<file path="config.mk">
export PLATFORM = sky130hd
export DESIGN_NAME = spi_queue_sequencer
export DESIGN_NICKNAME = d
export VERILOG_FILES = /design/src/rtl/qseq_pkg.sv /design/src/rtl/qseq_queue.sv /design/src/rtl/qseq_ctrl.sv /design/src/rtl/spi_queue_sequencer.sv
export SDC_FILE = /design/constraint.sdc
export NUM_CORES = 1
export LEC_CHECK = 0
export CAP_MARGIN = 15
export CORE_MARGIN = 2
export CORE_UTILIZATION = 40
export DETAILED_ROUTE_END_ITERATION = 8
export GPL_ROUTABILITY_DRIVEN = 0
export HOLD_SLACK_MARGIN = 0.06
export PLACE_DENSITY = 0.54
export REMOVE_ABC_BUFFERS = 1
export SLEW_MARGIN = 20
export SYNTH_ARGS = -nofsm -noshare
export SYNTH_HDL_FRONTEND = slang
export SYNTH_SLANG_ARGS = --single-unit
</file>
<file path="constraint.sdc">
create_clock -name clk -period 5.1 [get_ports clk]
set_input_delay 0.51 -clock clk [delete_from_list [all_inputs] [get_ports clk]]
set_output_delay 0.51 -clock clk [all_outputs]
set_load 0.01 [all_outputs]
</file>
<file path="src/rtl/qseq_pkg.sv">
package qseq_pkg;
  parameter int unsigned TX_W   = 16;
  parameter int unsigned CS_W   = 2;
  parameter int unsigned LEN_W  = 5;
  parameter int unsigned DLY_W  = 8;
  parameter int unsigned HOST_W = 32;

  typedef struct packed {
    logic [DLY_W-1:0] dly;
    logic [LEN_W-1:0] len;
    logic [CS_W-1:0]  cs;
    logic [TX_W-1:0]  tx;
  } entry_cfg_t;

  localparam int unsigned CFG_W = $bits(entry_cfg_t);

  typedef enum logic [2:0] {
    S_IDLE, S_ISSUE, S_WAIT, S_WB, S_DELAY, S_NEXT, S_HALT
  } seq_state_e;

  // slot following p in a ring of depth slots
  function automatic int unsigned ptr_step(int unsigned p, int unsigned depth);
    return (p + 1) % depth;
  endfunction
endpackage

</file>
<file path="src/rtl/qseq_queue.sv">
module qseq_queue import qseq_pkg::*; #(
  parameter int unsigned DEPTH = 16,
  localparam int unsigned PTR_W = $clog2(DEPTH)
) (
  input  logic             clk,
  input  logic             rst_n,
  input  logic             cfg_we,
  input  logic [PTR_W-1:0] cfg_idx,
  input  entry_cfg_t       cfg_wdata,
  input  logic             wb_en,
  input  logic [PTR_W-1:0] wb_idx,
  input  logic [TX_W-1:0]  wb_data,
  input  logic [PTR_W-1:0] seq_idx,
  output entry_cfg_t       seq_cfg,
  input  logic [PTR_W-1:0] host_idx,
  output entry_cfg_t       host_cfg,
  output logic [TX_W-1:0]  host_rx
);
  entry_cfg_t      cfg_all [DEPTH];
  logic [TX_W-1:0] rx_all  [DEPTH];

  for (genvar i = 0; i < DEPTH; i++) begin : g_slot
    entry_cfg_t      cfg_r;
    logic [TX_W-1:0] rx_r;
    always_ff @(posedge clk or negedge rst_n) begin
      if (!rst_n) begin
        cfg_r <= '0;
        rx_r  <= '0;
      end else begin
        if (cfg_we && cfg_idx == PTR_W'(i)) cfg_r <= cfg_wdata;
        if (wb_en && wb_idx == PTR_W'(i))   rx_r  <= wb_data;
      end
    end
    assign cfg_all[i] = cfg_r;
    assign rx_all[i]  = rx_r;
  end

  assign seq_cfg  = cfg_all[seq_idx];
  assign host_cfg = cfg_all[host_idx];
  assign host_rx  = rx_all[host_idx];

  // a stored receive word is visible in its slot on the next cycle
  p_wb_lands_r4: assert property (@(posedge clk) disable iff (!rst_n)
    wb_en |=> rx_all[$past(wb_idx)] == $past(wb_data));

  // a host configuration write lands even when a writeback hits the same slot
  p_cfg_lands_r9: assert property (@(posedge clk) disable iff (!rst_n)
    cfg_we |=> cfg_all[$past(cfg_idx)] == $past(cfg_wdata));
endmodule

</file>
<file path="src/rtl/qseq_ctrl.sv">
module qseq_ctrl import qseq_pkg::*; #(
  parameter int unsigned DEPTH = 16,
  localparam int unsigned PTR_W = $clog2(DEPTH)
) (
  input  logic             clk,
  input  logic             rst_n,
  input  logic             enable,
  input  logic             wrap,
  input  logic [PTR_W-1:0] start_ptr,
  input  logic [PTR_W-1:0] end_ptr,
  input  logic [DLY_W-1:0] cur_dly,
  input  logic             eng_done,
  input  logic [TX_W-1:0]  eng_rx,
  output logic             eng_start,
  output logic [PTR_W-1:0] cur_ptr,
  output logic             wb_en,
  output logic [TX_W-1:0]  wb_data,
  output logic             done_flag,
  output logic             busy
);
  seq_state_e       st;
  logic [DLY_W-1:0] dcnt;
  logic [TX_W-1:0]  rx_hold;
  logic             at_end;
  logic             in_halt;

  assign at_end = (cur_ptr == end_ptr);

  always_ff @(posedge clk or negedge rst_n) begin
    if (!rst_n) begin
      st        <= S_IDLE;
      cur_ptr   <= '0;
      dcnt      <= '0;
      rx_hold   <= '0;
      done_flag <= 1'b0;
    end else begin
      unique case (st)
        S_IDLE: if (enable) begin
          st        <= S_ISSUE;
          cur_ptr   <= start_ptr;
          done_flag <= 1'b0;
        end
        S_ISSUE: st <= S_WAIT;
        S_WAIT: if (eng_done) begin
          rx_hold <= eng_rx;
          st      <= S_WB;
        end
        S_WB: begin
          dcnt <= cur_dly;
          st   <= S_DELAY;
        end
        S_DELAY: if (dcnt == '0) st <= S_NEXT;
                 else            dcnt <= dcnt - 1'b1;
        S_NEXT: begin
          if (!enable) st <= S_IDLE;
          else if (at_end && !wrap) begin
            done_flag <= 1'b1;
            st        <= S_HALT;
          end else begin
            cur_ptr <= at_end ? start_ptr
                              : PTR_W'(ptr_step(int'(cur_ptr), DEPTH));
            st      <= S_ISSUE;
          end
        end
        S_HALT: if (!enable) st <= S_IDLE;
        default: st <= S_IDLE;
      endcase
    end
  end

  assign eng_start = (st == S_ISSUE);
  assign wb_en     = (st == S_WB);
  assign wb_data   = rx_hold;
  assign in_halt   = (st == S_HALT);
  assign busy      = (st != S_IDLE) && !in_halt;

  // the engine request is a single-cycle pulse
  p_start_pulse_r2: assert property (@(posedge clk) disable iff (!rst_n)
    eng_start |=> !eng_start);

  // writeback only follows an accepted done pulse
  p_wb_after_done_r4: assert property (@(posedge clk) disable iff (!rst_n)
    wb_en |-> $past(st == S_WAIT && eng_done));

  // the pause counter starts from the slot's pause value
  p_pause_load_r5: assert property (@(posedge clk) disable iff (!rst_n)
    wb_en |=> (st == S_DELAY && dcnt == $past(cur_dly)));

  // a halt is only reached on the last slot with repeat off
  p_halt_at_end_r6: assert property (@(posedge clk) disable iff (!rst_n)
    $rose(in_halt) |-> (cur_ptr == $past(end_ptr) && !$past(wrap) && done_flag));

  // with repeat on, the last slot leads straight back to the first slot
  p_wrap_restart_r7: assert property (@(posedge clk) disable iff (!rst_n)
    (st == S_NEXT && enable && wrap && at_end) |=>
      (eng_start && cur_ptr == $past(start_ptr)));

  // a disabled sequencer stops at the slot boundary and keeps its pointer
  p_clean_stop_r8: assert property (@(posedge clk) disable iff (!rst_n)
    (st == S_NEXT && !enable) |=> (st == S_IDLE && $stable(cur_ptr)));
endmodule

</file>
<file path="src/rtl/spi_queue_sequencer.sv">
module spi_queue_sequencer import qseq_pkg::*; #(
  parameter int unsigned DEPTH = 16,
  localparam int unsigned PTR_W  = $clog2(DEPTH),
  localparam int unsigned ADDR_W = PTR_W + 2,
  localparam int unsigned START_LSB = 4,
  localparam int unsigned END_LSB   = START_LSB + PTR_W
) (
  input  logic              clk,
  input  logic              rst_n,
  input  logic              host_we,
  input  logic [ADDR_W-1:0] host_addr,
  input  logic [HOST_W-1:0] host_wdata,
  output logic [HOST_W-1:0] host_rdata,
  output logic              eng_start,
  output logic [TX_W-1:0]   eng_tx,
  output logic [CS_W-1:0]   eng_cs,
  output logic [LEN_W-1:0]  eng_len,
  input  logic              eng_done,
  input  logic [TX_W-1:0]   eng_rx
);
  localparam logic [1:0] RG_CFG = 2'd0, RG_RX = 2'd1, RG_CTRL = 2'd2;

  logic [1:0]       region;
  logic [PTR_W-1:0] host_idx;
  logic             en_q, wrap_q;
  logic [PTR_W-1:0] first_q, last_q, cur_ptr;
  logic             wb_en, done_flag, busy;
  logic [TX_W-1:0]  wb_data, host_rx;
  entry_cfg_t       seq_cfg, host_cfg;
  logic             unused_bits;

  assign region      = host_addr[ADDR_W-1 -: 2];
  assign host_idx    = host_addr[PTR_W-1:0];
  assign unused_bits = ^host_wdata[HOST_W-1:CFG_W];

  always_ff @(posedge clk or negedge rst_n) begin
    if (!rst_n) begin
      en_q    <= 1'b0;
      wrap_q  <= 1'b0;
      first_q <= '0;
      last_q  <= '0;
    end else if (host_we && region == RG_CTRL) begin
      en_q    <= host_wdata[0];
      wrap_q  <= host_wdata[1];
      first_q <= host_wdata[START_LSB +: PTR_W];
      last_q  <= host_wdata[END_LSB +: PTR_W];
    end
  end

  qseq_queue #(.DEPTH(DEPTH)) u_queue (
    .clk      (clk),
    .rst_n    (rst_n),
    .cfg_we   (host_we && region == RG_CFG),
    .cfg_idx  (host_idx),
    .cfg_wdata(entry_cfg_t'(host_wdata[CFG_W-1:0])),
    .wb_en    (wb_en),
    .wb_idx   (cur_ptr),
    .wb_data  (wb_data),
    .seq_idx  (cur_ptr),
    .seq_cfg  (seq_cfg),
    .host_idx (host_idx),
    .host_cfg (host_cfg),
    .host_rx  (host_rx)
  );

  qseq_ctrl #(.DEPTH(DEPTH)) u_ctrl (
    .clk      (clk),
    .rst_n    (rst_n),
    .enable   (en_q),
    .wrap     (wrap_q),
    .start_ptr(first_q),
    .end_ptr  (last_q),
    .cur_dly  (seq_cfg.dly),
    .eng_done (eng_done),
    .eng_rx   (eng_rx),
    .eng_start(eng_start),
    .cur_ptr  (cur_ptr),
    .wb_en    (wb_en),
    .wb_data  (wb_data),
    .done_flag(done_flag),
    .busy     (busy)
  );

  assign eng_tx  = seq_cfg.tx;
  assign eng_cs  = seq_cfg.cs;
  assign eng_len = seq_cfg.len;

  always_comb begin
    host_rdata = '0;
    case (region)
      RG_CFG: host_rdata = HOST_W'(host_cfg);
      RG_RX:  host_rdata = HOST_W'(host_rx);
      RG_CTRL: begin
        host_rdata[0] = en_q;
        host_rdata[1] = wrap_q;
        host_rdata[START_LSB +: PTR_W] = first_q;
        host_rdata[END_LSB +: PTR_W]   = last_q;
      end
      default: begin
        host_rdata[PTR_W-1:0] = cur_ptr;
        host_rdata[PTR_W]     = done_flag;
        host_rdata[PTR_W+1]   = busy;
      end
    endcase
  end
endmodule

</file>
==> metrics.csv <==
metric,value,unit
fill count,8581,
post-synthesis compound-gate area fraction,0.0217,
worst path arrival time,3.91,ns
largest family of logic cells by synthesized area,multiplexers,
Setup CP Type,reg -> out,
CP dominant cell by count,mux4_2,
FF/Latch Area,0.0199,sq mm
Tmin final,4.42,ns
worst min path class,in -> reg,
# Post-CTS Setup Buffers,0,
root buf cell,clkbuf_16,
post-synth cell types,56,
Worst Hold End,u_ctrl.wb_data[3]$_DFFE_PN0P_,
YS warnings,0,
clock buffer depth,3,
critical path buffer and inverter count,2,
largest net degree at the start of global routing,134,
row cnt,115,
worst-case reg-to-reg path depth,5,
Starting Density,0.405,
Clock Pin Slew Worst Setup and Hold Paths,0.06,ns
"delay-heaviest family, CP",multiplexers,
Final Power,21.2,mW
Max Slew Vio Count,0,
worst clock skew,0.0177,ns
All-Layer GR Usage,0.227,
DP HPWL,67000,um
Pre-antenna DRT Iters,5,
Die Height,320,um
layout cells sized above 1,0.534,
Synth Area in Simple Gates,0.0222,
final wirelength,114000,um
top_reg_cell synth,dfrtp_1,
core area,0.0987,sq mm
clock latency on the worst-skew pair,0.65,ns
Slew @ Worst Pin,1.17,ns
DRC,0,
CTS Buf Count,92,
synthesized cell area,0.0399,sq mm
dpl cell area,0.0424,sq mm
hold path startpoint,eng_rx[3],
number of max-cap violations,0,
hold depth,2,
post-route insts no fill,3886,
crit-path max FO,43,
post-route ant nets,0,
Post-Synthesis Cells,2478,
adder-cell share of the synthesized area,0.00188,
pre-CTS WS,1.14,ns
Fmax,226,MHz
maximum vdd drop,0.260,mV
period utilization,0.867,
layout net count,2598,
multi-input logic area,0.0189,sq mm
Leakage,20.0,nW
Die ar.,0.102,sq mm
outcome,finished clean,
Critical Path Source Type,flop,
first-pass GRT wire length,172000,um
relative slew slack,0.221,
cells along the critical path,"buf_4, mux4_2, mux4_2, clkdlybuf4s50_1",
Syn Area/Cell,16.1,sq um
Avg WL per Cell,29.4,um
XOR/XNOR share of the synthesized area,0.00110,
die width,320,um
Post-synth EDFFs,0,
CTS sink count,794,
asr flop ratio synth,1.00,
Vias,23500,
# setup viols final,0,
Placed Cells,3725,
Yosys reg bits,794,
P per Cell Area,466,mW/mm^2
setup ws final,0.676,ns
H-tree levels,3,
unrepaired setup endpoints after global routing,no,
most frequent cells in the layout,"790 x dfrtp_1, 763 x mux2_2, 360 x mux4_2, 106 x clkdlybuf4s50_1, 97 x clkbuf_16",
post-route design area,0.0455,sq mm
diode count,0,
P&R area growth vs syn,13.9,%
grt ovf,0,
Iter 0 DRT Violations,1707,
critical-path cell with the highest stage delay,dfrtp_4,
"commonest non-fill, non-tap cell in the layout",dfrtp_1,
CP endpoint kind,output port,
register area share after synthesis,0.498,
Final Hold Fails,0,
initial antenna violation count,3,
# port buffers,111,
Crit path required time,4.59,ns
num ports,114,
longest individual stage delay on the worst path,1.07,ns
drt via density,6.05,
reg2reg start,u_ctrl.cur_ptr[0]$_DFFE_PN0P_,
vias in the first global route,25700,
multiplexer share of the synthesized area,0.424,
reg-to-reg endpoint,u_queue.g_slot[15].rx_r[15]$_DFFE_PN0P_,
R2R Setup Slk,1.78,ns
Util after Layout,0.461,
TritonCTS clock tree,done,
what timing repair did:
| item | in CTS | in global routing |
|---|---|---|
| endpoints found under the hold margin | 91 | 0 |
| gates resized for setup | 0 | 0 |
| hold buffers | 1 | 0 |
sequential cells by signal (all words and copies together), names as in the netlist:
name	cells
first_q	4
u_queue.g_slot.rx_r	256
u_ctrl.done_flag	1
u_ctrl.st	3
u_ctrl.wb_data	16
en_q	1
wrap_q	1
u_queue.cfg_all	496
u_ctrl.dcnt	8
u_ctrl.cur_ptr	4
last_q	4
worst max-delay path by stage:
stage	startpoint	endpoint	slack [ns]	cells after the start
2_1_floorplan	u_ctrl.cur_ptr[0]$_DFFE_PN0P_	u_queue.g_slot[0].rx_r[0]$_DFFE_PN0P_	-1.53	4
4_1_cts	u_ctrl.cur_ptr[0]$_DFFE_PN0P_	eng_tx[3]	0.56	4
3_5_place_dp	host_addr[3]	host_rdata[1]	1.14	8
3_3_place_gp	host_addr[3]	host_rdata[1]	1.15	8
5_1_grt	u_ctrl.cur_ptr[0]$_DFFE_PN0P_	eng_tx[3]	0.43	4
6_report	u_ctrl.cur_ptr[0]$_DFFE_PN0P_	eng_tx[3]	0.68	4
layer usage:
metal  global-route usage  wire, um  vias to the layer above
met5                    0        32                        -
met3               0.0448      6430                      214
met4               0.0796      3770                        6
met1                0.308     49400                    12900
li1                     -         -                     9678
met2                0.367     54600                      692
cell type report:
class                   instances  share of cell area
flip-flops and latches        794               0.437
multi-input cells            1447               0.417
clock buffers                 140              0.0622
repair buffers                191              0.0434
well taps                    1287              0.0354
clock inverters                19             0.00435
inverters                       8            0.000660
stage by stage:
stage / hold WS, ns / setup TNS, ns
after floorplan: 0.214 / -392.65
after global placement: 0.482 / 0
after detailed placement: 0.489 / 0
after CTS: 0.424 / 0
after global routing: 0.437 / 0
final: 0.469 / 0
synthesized netlist by cell type, drive strengths merged (2+ instances only):
| cell type | instances | area (sq um) |
|---|---|---|
| a221oi | 2 | 17.5 |
| a22oi | 47 | 353 |
| buf | 142 | 886 |
| and3 | 3 | 18.8 |
| dfrtp | 794 | 19900 |
| o21ai | 17 | 85.1 |
| nand3 | 11 | 60.1 |
| nand2 | 49 | 184 |
| mux4 | 360 | 8110 |
| a221o | 9 | 90.1 |
| nor4 | 5 | 31.3 |
| o221ai | 2 | 17.5 |
| a21oi | 19 | 95.1 |
| mux2i | 4 | 40.0 |
| nand2b | 7 | 43.8 |
| clkbuf | 87 | 327 |
| mux2 | 781 | 8790 |
| and2 | 18 | 113 |
| or3 | 3 | 18.8 |
| inv | 8 | 30.0 |
| a211oi | 9 | 67.6 |
| nor2 | 37 | 176 |
| ha | 6 | 75.1 |
| a2bb2oi | 2 | 17.5 |
| xnor2 | 5 | 43.8 |
| o211ai | 3 | 22.5 |
| nor3 | 9 | 55.1 |
| a2111oi | 4 | 35.0 |
| nor2b | 18 | 113 |
cell families (layout without fill, tap and decap cells):
kind of cell               Yosys count  count (layout)
muxes                             1145            1145
DFF                                794             794
buffers and inverters              237             358
and+or+nand+nor                    169             169
AOI/OAI and AO/OA                  121             121
adders and majority gates            6               6
xor gates and xnor gates             5               5
other                                1               1
power by group:
| part | total [mW] | internal [mW] | switching, mW |
|---|---|---|---|
| Combinational | 5.48 | 3.25 | 2.23 |
| Sequential | 9.11 | 7.65 | 1.46 |
| Clock | 6.62 | 3.99 | 2.63 |
Power figures use the tool's default switching activity.
